`config.mk`:
```
export PLATFORM = sky130hd
export DESIGN_NAME = alu16_core
export DESIGN_NICKNAME = d
export VERILOG_FILES = /design/src/rtl/alu16_pkg.sv /design/src/rtl/alu16_addsub.sv /design/src/rtl/alu16_logic.sv /design/src/rtl/alu16_flags.sv /design/src/rtl/alu16_core.sv
export SDC_FILE = /design/constraint.sdc
export NUM_CORES = 1
export LEC_CHECK = 0
export BUFFER_PORTS_ARGS = -buffer_cell sky130_fd_sc_hd__buf_4
export CORE_MARGIN = 5
export CORE_UTILIZATION = 45
export DETAILED_ROUTE_END_ITERATION = 7
export PLACE_DENSITY = 0.62
export SLEW_MARGIN = 40
export SYNTH_ARGS = -nofsm -noshare
export SYNTH_HDL_FRONTEND = slang
export SYNTH_SLANG_ARGS = --single-unit
```
`constraint.sdc`:
```
create_clock -name vclk -period 9.4
set_clock_uncertainty 0.1 [all_clocks]
set_input_delay 1.41 -clock vclk [all_inputs]
set_output_delay 1.41 -clock vclk [all_outputs]
set_load 0.01 [all_outputs]
```
`src/rtl/alu16_pkg.sv`:
```
package alu16_pkg;

  typedef enum logic [3:0] {
    SEL_ADD  = 4'b0000,
    SEL_SUB  = 4'b0001,
    SEL_AND  = 4'b0010,
    SEL_OR   = 4'b0011,
    SEL_XOR  = 4'b0100,
    SEL_PA   = 4'b0101,
    SEL_PB   = 4'b0110,
    SEL_MUL  = 4'b0111,
    SEL_ADC  = 4'b1000,
    SEL_SBC  = 4'b1001,
    SEL_RSB  = 4'b1010,
    SEL_RSC  = 4'b1011,
    SEL_BIC  = 4'b1100,
    SEL_NOTB = 4'b1101,
    SEL_ZERO = 4'b1110,
    SEL_ONE  = 4'b1111
  } alu_sel_e;

  // True for the six selects that route through the shared adder
  function automatic logic sel_is_arith(input alu_sel_e s);
    return (s == SEL_ADD) || (s == SEL_SUB) || (s == SEL_ADC) ||
           (s == SEL_SBC) || (s == SEL_RSB) || (s == SEL_RSC);
  endfunction

  // Carry injected into the adder for a given select
  function automatic logic sel_carry(input alu_sel_e s, input logic cin);
    case (s)
      SEL_SUB, SEL_RSB:          return 1'b1;
      SEL_ADC, SEL_SBC, SEL_RSC: return cin;
      default:                   return 1'b0;
    endcase
  endfunction

endpackage

```
`src/rtl/alu16_addsub.sv`:
```
module alu16_addsub #(
  parameter int W = 32
) (
  input  logic [W-1:0] lhs,
  input  logic [W-1:0] rhs,
  input  logic         cin,
  output logic [W-1:0] sum,
  output logic         cout,
  output logic         ovf
);
  localparam int XW = W + 1;

  logic [XW-1:0] wide;

  always_comb begin
    wide = {1'b0, lhs} + {1'b0, rhs} + {{W{1'b0}}, cin};
    sum  = wide[W-1:0];
    cout = wide[W];
    ovf  = (lhs[W-1] == rhs[W-1]) && (sum[W-1] != lhs[W-1]);
  end
endmodule

```
`src/rtl/alu16_logic.sv`:
```
module alu16_logic
  import alu16_pkg::*;
#(
  parameter int W = 32
) (
  input  alu_sel_e     sel,
  input  logic [W-1:0] a,
  input  logic [W-1:0] b,
  output logic [W-1:0] res
);
  localparam logic [W-1:0] ONE_W = {{(W-1){1'b0}}, 1'b1};

  logic [W-1:0] prod_lo;

  always_comb begin
    prod_lo = a * b;
    case (sel)
      SEL_AND:  res = a & b;
      SEL_OR:   res = a | b;
      SEL_XOR:  res = a ^ b;
      SEL_BIC:  res = a & ~b;
      SEL_PA:   res = a;
      SEL_PB:   res = b;
      SEL_NOTB: res = ~b;
      SEL_MUL:  res = prod_lo;
      SEL_ONE:  res = ONE_W;
      default:  res = '0;
    endcase
  end
endmodule

```
`src/rtl/alu16_flags.sv`:
```
module alu16_flags #(
  parameter int W = 32
) (
  input  logic [W-1:0] res,
  input  logic         arith,
  input  logic         add_c,
  input  logic         add_v,
  input  logic         c_keep,
  input  logic         v_keep,
  output logic         n,
  output logic         z,
  output logic         c,
  output logic         v
);
  always_comb begin
    n = res[W-1];
    z = (res == '0);
    c = arith ? add_c : c_keep;
    v = arith ? add_v : v_keep;
  end
endmodule

```
`src/rtl/alu16_core.sv`:
```
module alu16_core
  import alu16_pkg::*;
#(
  parameter int W = 32
) (
  input  logic [W-1:0] op_a,
  input  logic [W-1:0] op_b,
  input  logic [3:0]   op_sel,
  input  logic         carry_in,
  input  logic         ovf_in,
  output logic [W-1:0] result,
  output logic         flag_n,
  output logic         flag_z,
  output logic         flag_c,
  output logic         flag_v
);
  alu_sel_e     sel;
  logic         arith_sel;
  logic [W-1:0] add_lhs, add_rhs, add_sum, logic_res;
  logic         add_cin, add_cout, add_ovf;

  assign sel       = alu_sel_e'(op_sel);
  assign arith_sel = sel_is_arith(sel);
  assign add_cin   = sel_carry(sel, carry_in);

  // Reverse forms swap the operands; subtract forms invert the subtrahend
  always_comb begin
    case (sel)
      SEL_SUB, SEL_SBC: begin add_lhs = op_a; add_rhs = ~op_b; end
      SEL_RSB, SEL_RSC: begin add_lhs = op_b; add_rhs = ~op_a; end
      default:          begin add_lhs = op_a; add_rhs = op_b;  end
    endcase
  end

  alu16_addsub #(.W(W)) addsub_i (
    .lhs(add_lhs), .rhs(add_rhs), .cin(add_cin),
    .sum(add_sum), .cout(add_cout), .ovf(add_ovf)
  );

  alu16_logic #(.W(W)) logic_i (
    .sel(sel), .a(op_a), .b(op_b), .res(logic_res)
  );

  assign result = arith_sel ? add_sum : logic_res;

  alu16_flags #(.W(W)) flags_i (
    .res(result), .arith(arith_sel), .add_c(add_cout), .add_v(add_ovf),
    .c_keep(carry_in), .v_keep(ovf_in),
    .n(flag_n), .z(flag_z), .c(flag_c), .v(flag_v)
  );
endmodule

```
=== Word-level counts from Yosys, hierarchy flattened ===
Index checks and enable logic that the tools add are counted.

* Input port bits: 70
* Register bits after elaboration: 0
* Output and inout bits: 36

* Reductions and logical operators: 12
* Eq/ne operators: 16
* Add/subtract/negate cells: 2
* $mul: 1
* Bitwise operators: 6
* Mux-type cells: 7

{| class="wikitable"
|+ Operator list
! cell !! number
|-
| 32-bit case mux with 9 select lines || 1
|-
| 32-bit AND || 2
|-
| 32-bit 2-to-1 mux || 2
|-
| 32-bit NOT || 2
|-
| 32-bit case mux with 2 select lines || 1
|-
| 32-bit by 32-bit adder with 33-bit output || 1
|-
| 33-bit by 1-bit adder with 33-bit output || 1
|-
| 32-bit zero test || 1
|-
| 32-bit by 32-bit multiplier with 32-bit output || 1
|-
| 32-bit OR || 1
|-
| 32-bit bitwise XOR || 1
|-
| 4-bit equality test, second input constant || 7
|-
| 4-bit by 3-bit equality test with 1-bit output, second input constant || 4
|-
| 4-bit by 2-bit equality test with 1-bit output, second input constant || 2
|-
| 2-bit OR reduction || 3
|-
| 1-bit logical OR || 5
|-
| 4-bit by 1-bit equality test with 1-bit output, second input constant || 1
|-
| 4-bit zero test || 1
|-
| 3-bit OR reduction || 1
|-
| 1-bit 2-to-1 mux || 2
|-
| 1-bit case mux with 2 select lines || 1
|-
| 1-bit equality test || 1
|-
| 1-bit logical AND || 1
|-
| 1-bit inequality test || 1
|}

=== Logic depth before layout (Yosys ltp) ===
* Word-level depth: 8
* Depth in mapped cells: 30

=== Cells and area by module ===
A second synthesis with hierarchy kept.

* Cell total of the unflattened synthesis: 2629
* Area, all modules: 21307.9 um^2

{| class="wikitable"
|+ Modules (own cells, without submodules)
! module !! cells an instance !! instances !! area an instance (um^2) !! seq. area each (um^2)
|-
| alu16_logic || 2127 || 1 || 17534.3 || 0.0
|-
| alu16_core || 249 || 1 || 1950.6 || 0.0
|-
| alu16_addsub || 239 || 1 || 1720.4 || 0.0
|-
| alu16_flags || 14 || 1 || 102.6 || 0.0
|}

=== Least setup slack after synthesis ===
No wires, ideal clock.

* Path type: input to output
* Start point: in op_b[5]
* End point: out flag_z
* Arrival: 8758 ps
* Slack: -868 ps
* Stages on the path: 26
* Required time: 7890 ps
* Buffers on the path: 3
* Cell sequence: clkbuf_1 -> inv_1 -> buf_1 -> nor2_1 -> fa_1 -> fa_1 -> fa_1 -> inv_1 -> fa_1 -> inv_1 -> ha_1 -> ha_1 -> fa_1 -> fa_1 -> ha_1 -> clkbuf_1 -> nand2_1 -> or4_1 -> o31ai_1 -> mux2i_1 -> nand4b_1 -> or4_1 -> nor4_1 -> and4b_1 -> and4b_1 -> and4bb_1

* Word-level cells in the longest chain between the ends: 6

{| class="wikitable"
|+ RTL lines
! element !! line !! RTL
|-
| start, declared || alu16_core.sv:7 || <nowiki>input logic [W-1:0] op_b,</nowiki>
|-
| branches (longest 4 deep; another with 32-bit by 32-bit multiplier with 32-bit output) || - ||
|-
| 32-bit 2-to-1 mux * || alu16_core.sv:44 || <nowiki>assign result = arith_sel ? add_sum : logic_res;</nowiki>
|-
| net result[18] || alu16_core.sv:11 || <nowiki>output logic [W-1:0] result,</nowiki>
|-
| 32-bit zero test * || alu16_flags.sv:17 || <nowiki>z = (res == '0);</nowiki>
|-
| end, declared || alu16_core.sv:13 || <nowiki>output logic flag_z,</nowiki>
|}

Mark *: on every way through the listed nets, which the timed path passes.

=== Worst setup path after layout ===
* Start point: in op_b[7]
* End point: out flag_z

* Word-level cells in the longest chain between the ends: 6

{| class="wikitable"
|+ RTL lines
! element !! line
|-
| branches (longest 4 deep; another with 32-bit by 32-bit multiplier with 32-bit output) || -
|-
| 32-bit 2-to-1 mux * || alu16_core.sv:44
|-
| 32-bit zero test * || alu16_flags.sv:17
|}

Mark *: on every way between the ends.

==> out/metrics.cfg <==
[run_status]
status = finished with violations
violations = negative setup slack

[floorplanning]
row_count = 78
die_w_um = 225
initial_core_util_pct = 45.6
die_area_um2 = 50400
boundaryPins = 106
die_y_um = 225
coreArea_um2 = 45500

[worst_hold_path]
worstHoldPathType = input pin to primary output

[synthesis]
yosysSeqAreaShare_pct = 0
netlist.area_leader.share_pct = 39.6
syn_area_um2 = 20700
yosysTopAreaCell = fa_1
synth_area_leaders = fa_1 40%, ha_1 12%, inv_1 8.0%, nor2_1 6.8%, nand2_1 6.5%
ys_warn_count = 0
synthCells = 2669
syn_avg_cell_area_um2 = 7.76
synth.distinct_cells = 74
syn-num-nets = 3351

[worst_setup_path]
cp_num_buf_inv = 6
worstSetupEndpointType = primary output
cp_common_cell = fa_1
required_ns = 7.89
arrival_ns = 9.12
critPathKind = input pin to primary output
critPathMaxStageDelay_ns = 0.59
crit_fanout = 6
worst_path_max_delay_cell = or4_4
start_kind = input pin
critPathTopFamily = adder cells

[finish]
regArea_um2 = 0
fillerInstances = 4175
drive_gt1_share_pct = 23.6
fin_cells = 3665
areaGrowthSynthToFinish_pct = 27.9
nFlopsAndLatches = 0
nNetsFinal = 3746
clock_buffer_count = 0

[routing]
dr.pass1.iters = 8
drtIter0Drc = 2667
route.vias.total = 21765
post-route-drc-count = 0
routedWlPerCell_um = 26.3
drt_wl_total_um = 96300
vias_per_cell = 5.94
ant_nets = 0

[sta]
tightest_slew_ns = 0.843
hold_violations = 0
slew_headroom_pct = 43.5
setup_viol = 16
final.min_clock_period_ns = 10.63
fmax_mhz = 94.1
slew_violations = 0
grt_setup_unrepaired = true
finalCritPeriodShare_pct = 113
finalWorstSetupSlack_ns = -1.23

[global_routing]
grt_pass1_wl_um = 141000
antenna_found_initial = 3
grt_max_degree = 61
grt_pass1_vias = 21916
track_usage_pct = 37.5
overflow = 0

[placed_design]
routabilityCongestion = 1.06
hpwl_um = 80800
dp_slack_ns = -1.66
dpl.cell_count = 3623
port_buffers = 106

[run]
drv_cap = 0

## through the flow
| step | hold slack [ns] | TNS [ns] | instance area, µm² | utilization, % |
|---|---|---|---|---|
| floorplan | 2.87 | -0.480 | 20800 | - |
| global placement | 3.03 | -10.82 | 25100 | 55.3 |
| detailed placement | 3.03 | -12.44 | 25200 | 55.3 |
| CTS | 3.04 | -9.41 | 26200 | 57.6 |
| global route | 3.05 | -12.37 | 26500 | 58.3 |
| finish | 3.04 | -10.07 | 26500 | 58.3 |
## routing by layer
| metal | track usage [%] | vias to the layer above | share of wire, % |
|---|---|---|---|
| li1 | - | 9296 | - |
| met1 | 51.1 | 10688 | 39 |
| met2 | 56.1 | 1456 | 42 |
| met3 | 10.2 | 323 | 13 |
| met4 | 17.0 | 2 | 6.7 |
| met5 | 0 | - | 0.0083 |
## area by class of cell
cell class / instances / area (µm²) / share of cell area [%]
timing repair buffer: 566 / 4850 / 18.3
antenna: 3 / 7.51 / 0.0283
multi-input combinational: 2033 / 19100 / 72.1
inverter: 463 / 1790 / 6.76
tap: 600 / 751 / 2.83
## synth_stat cells, drive strengths merged (6+ instances only)
| master | n |
|---|---|
| inv | 444 |
| fa | 410 |
| nor2 | 377 |
| nand2 | 359 |
| ha | 202 |
| clkbuf | 139 |
| o21ai | 103 |
| a21oi | 90 |
| xnor2 | 70 |
| o221ai | 51 |
| buf | 34 |
| o211ai | 30 |
| nand3 | 26 |
| a211oi | 23 |
| nor3 | 23 |
| xor2 | 21 |
| clkinv | 19 |
| mux2i | 17 |
| o22ai | 14 |
| nand2b | 13 |
| a21o | 12 |
| a31oi | 11 |
| nor2b | 11 |
| a211o | 10 |
| and3 | 10 |
| a2111oi | 9 |
| nor3b | 8 |
| o21a | 8 |
| a221oi | 7 |
| a22oi | 7 |
| and3b | 7 |
| o32ai | 7 |
| nand3b | 6 |
| nor4 | 6 |
## worst min-delay path: cells and delay by family
kind | cells | cell delay, ns
AOI/OAI and AO/OA | 1 | 0.12
buffers and inverters | 2 | 0.20
## final timing paths
check / startpoint / to / slack, ns / cells past startpoint
setup / recovery: op_b[7] / flag_z / -1.23 / 26
hold / removal: ovf_in / flag_v / 3.04 / 3
## kinds of logic after synthesis
kind of cell / Yosys count / share of synthesized area [%]
XOR/XNOR: 91 / 3.85
multiplexers: 18 / 0.875
adder cells (fa/ha/maj): 612 / 51.8
AO/OA/AOI/OAI: 435 / 14.1
buffers and inverters: 636 / 11.6
AND/OR/NAND/NOR: 877 / 17.7
## cell usage in the layout, fill, tap and decap left out, types with 30 or more instances in the layout
cell / instances
o211ai_1: 30
a21oi_1: 78
nand2_1: 352
buf_4: 478
nor2_1: 358
buf_6: 57
xnor2_1: 65
ha_1: 187
inv_1: 422
fa_1: 393
o21ai_0: 89
o221ai_1: 48
## repair_timing
item	in CTS	in global routing
resized for setup	206	49
gates cloned	1	0
hold buffers	0	0
pin swaps	86	39
endpoints found under the setup margin	20	19
buffers inserted	36	13
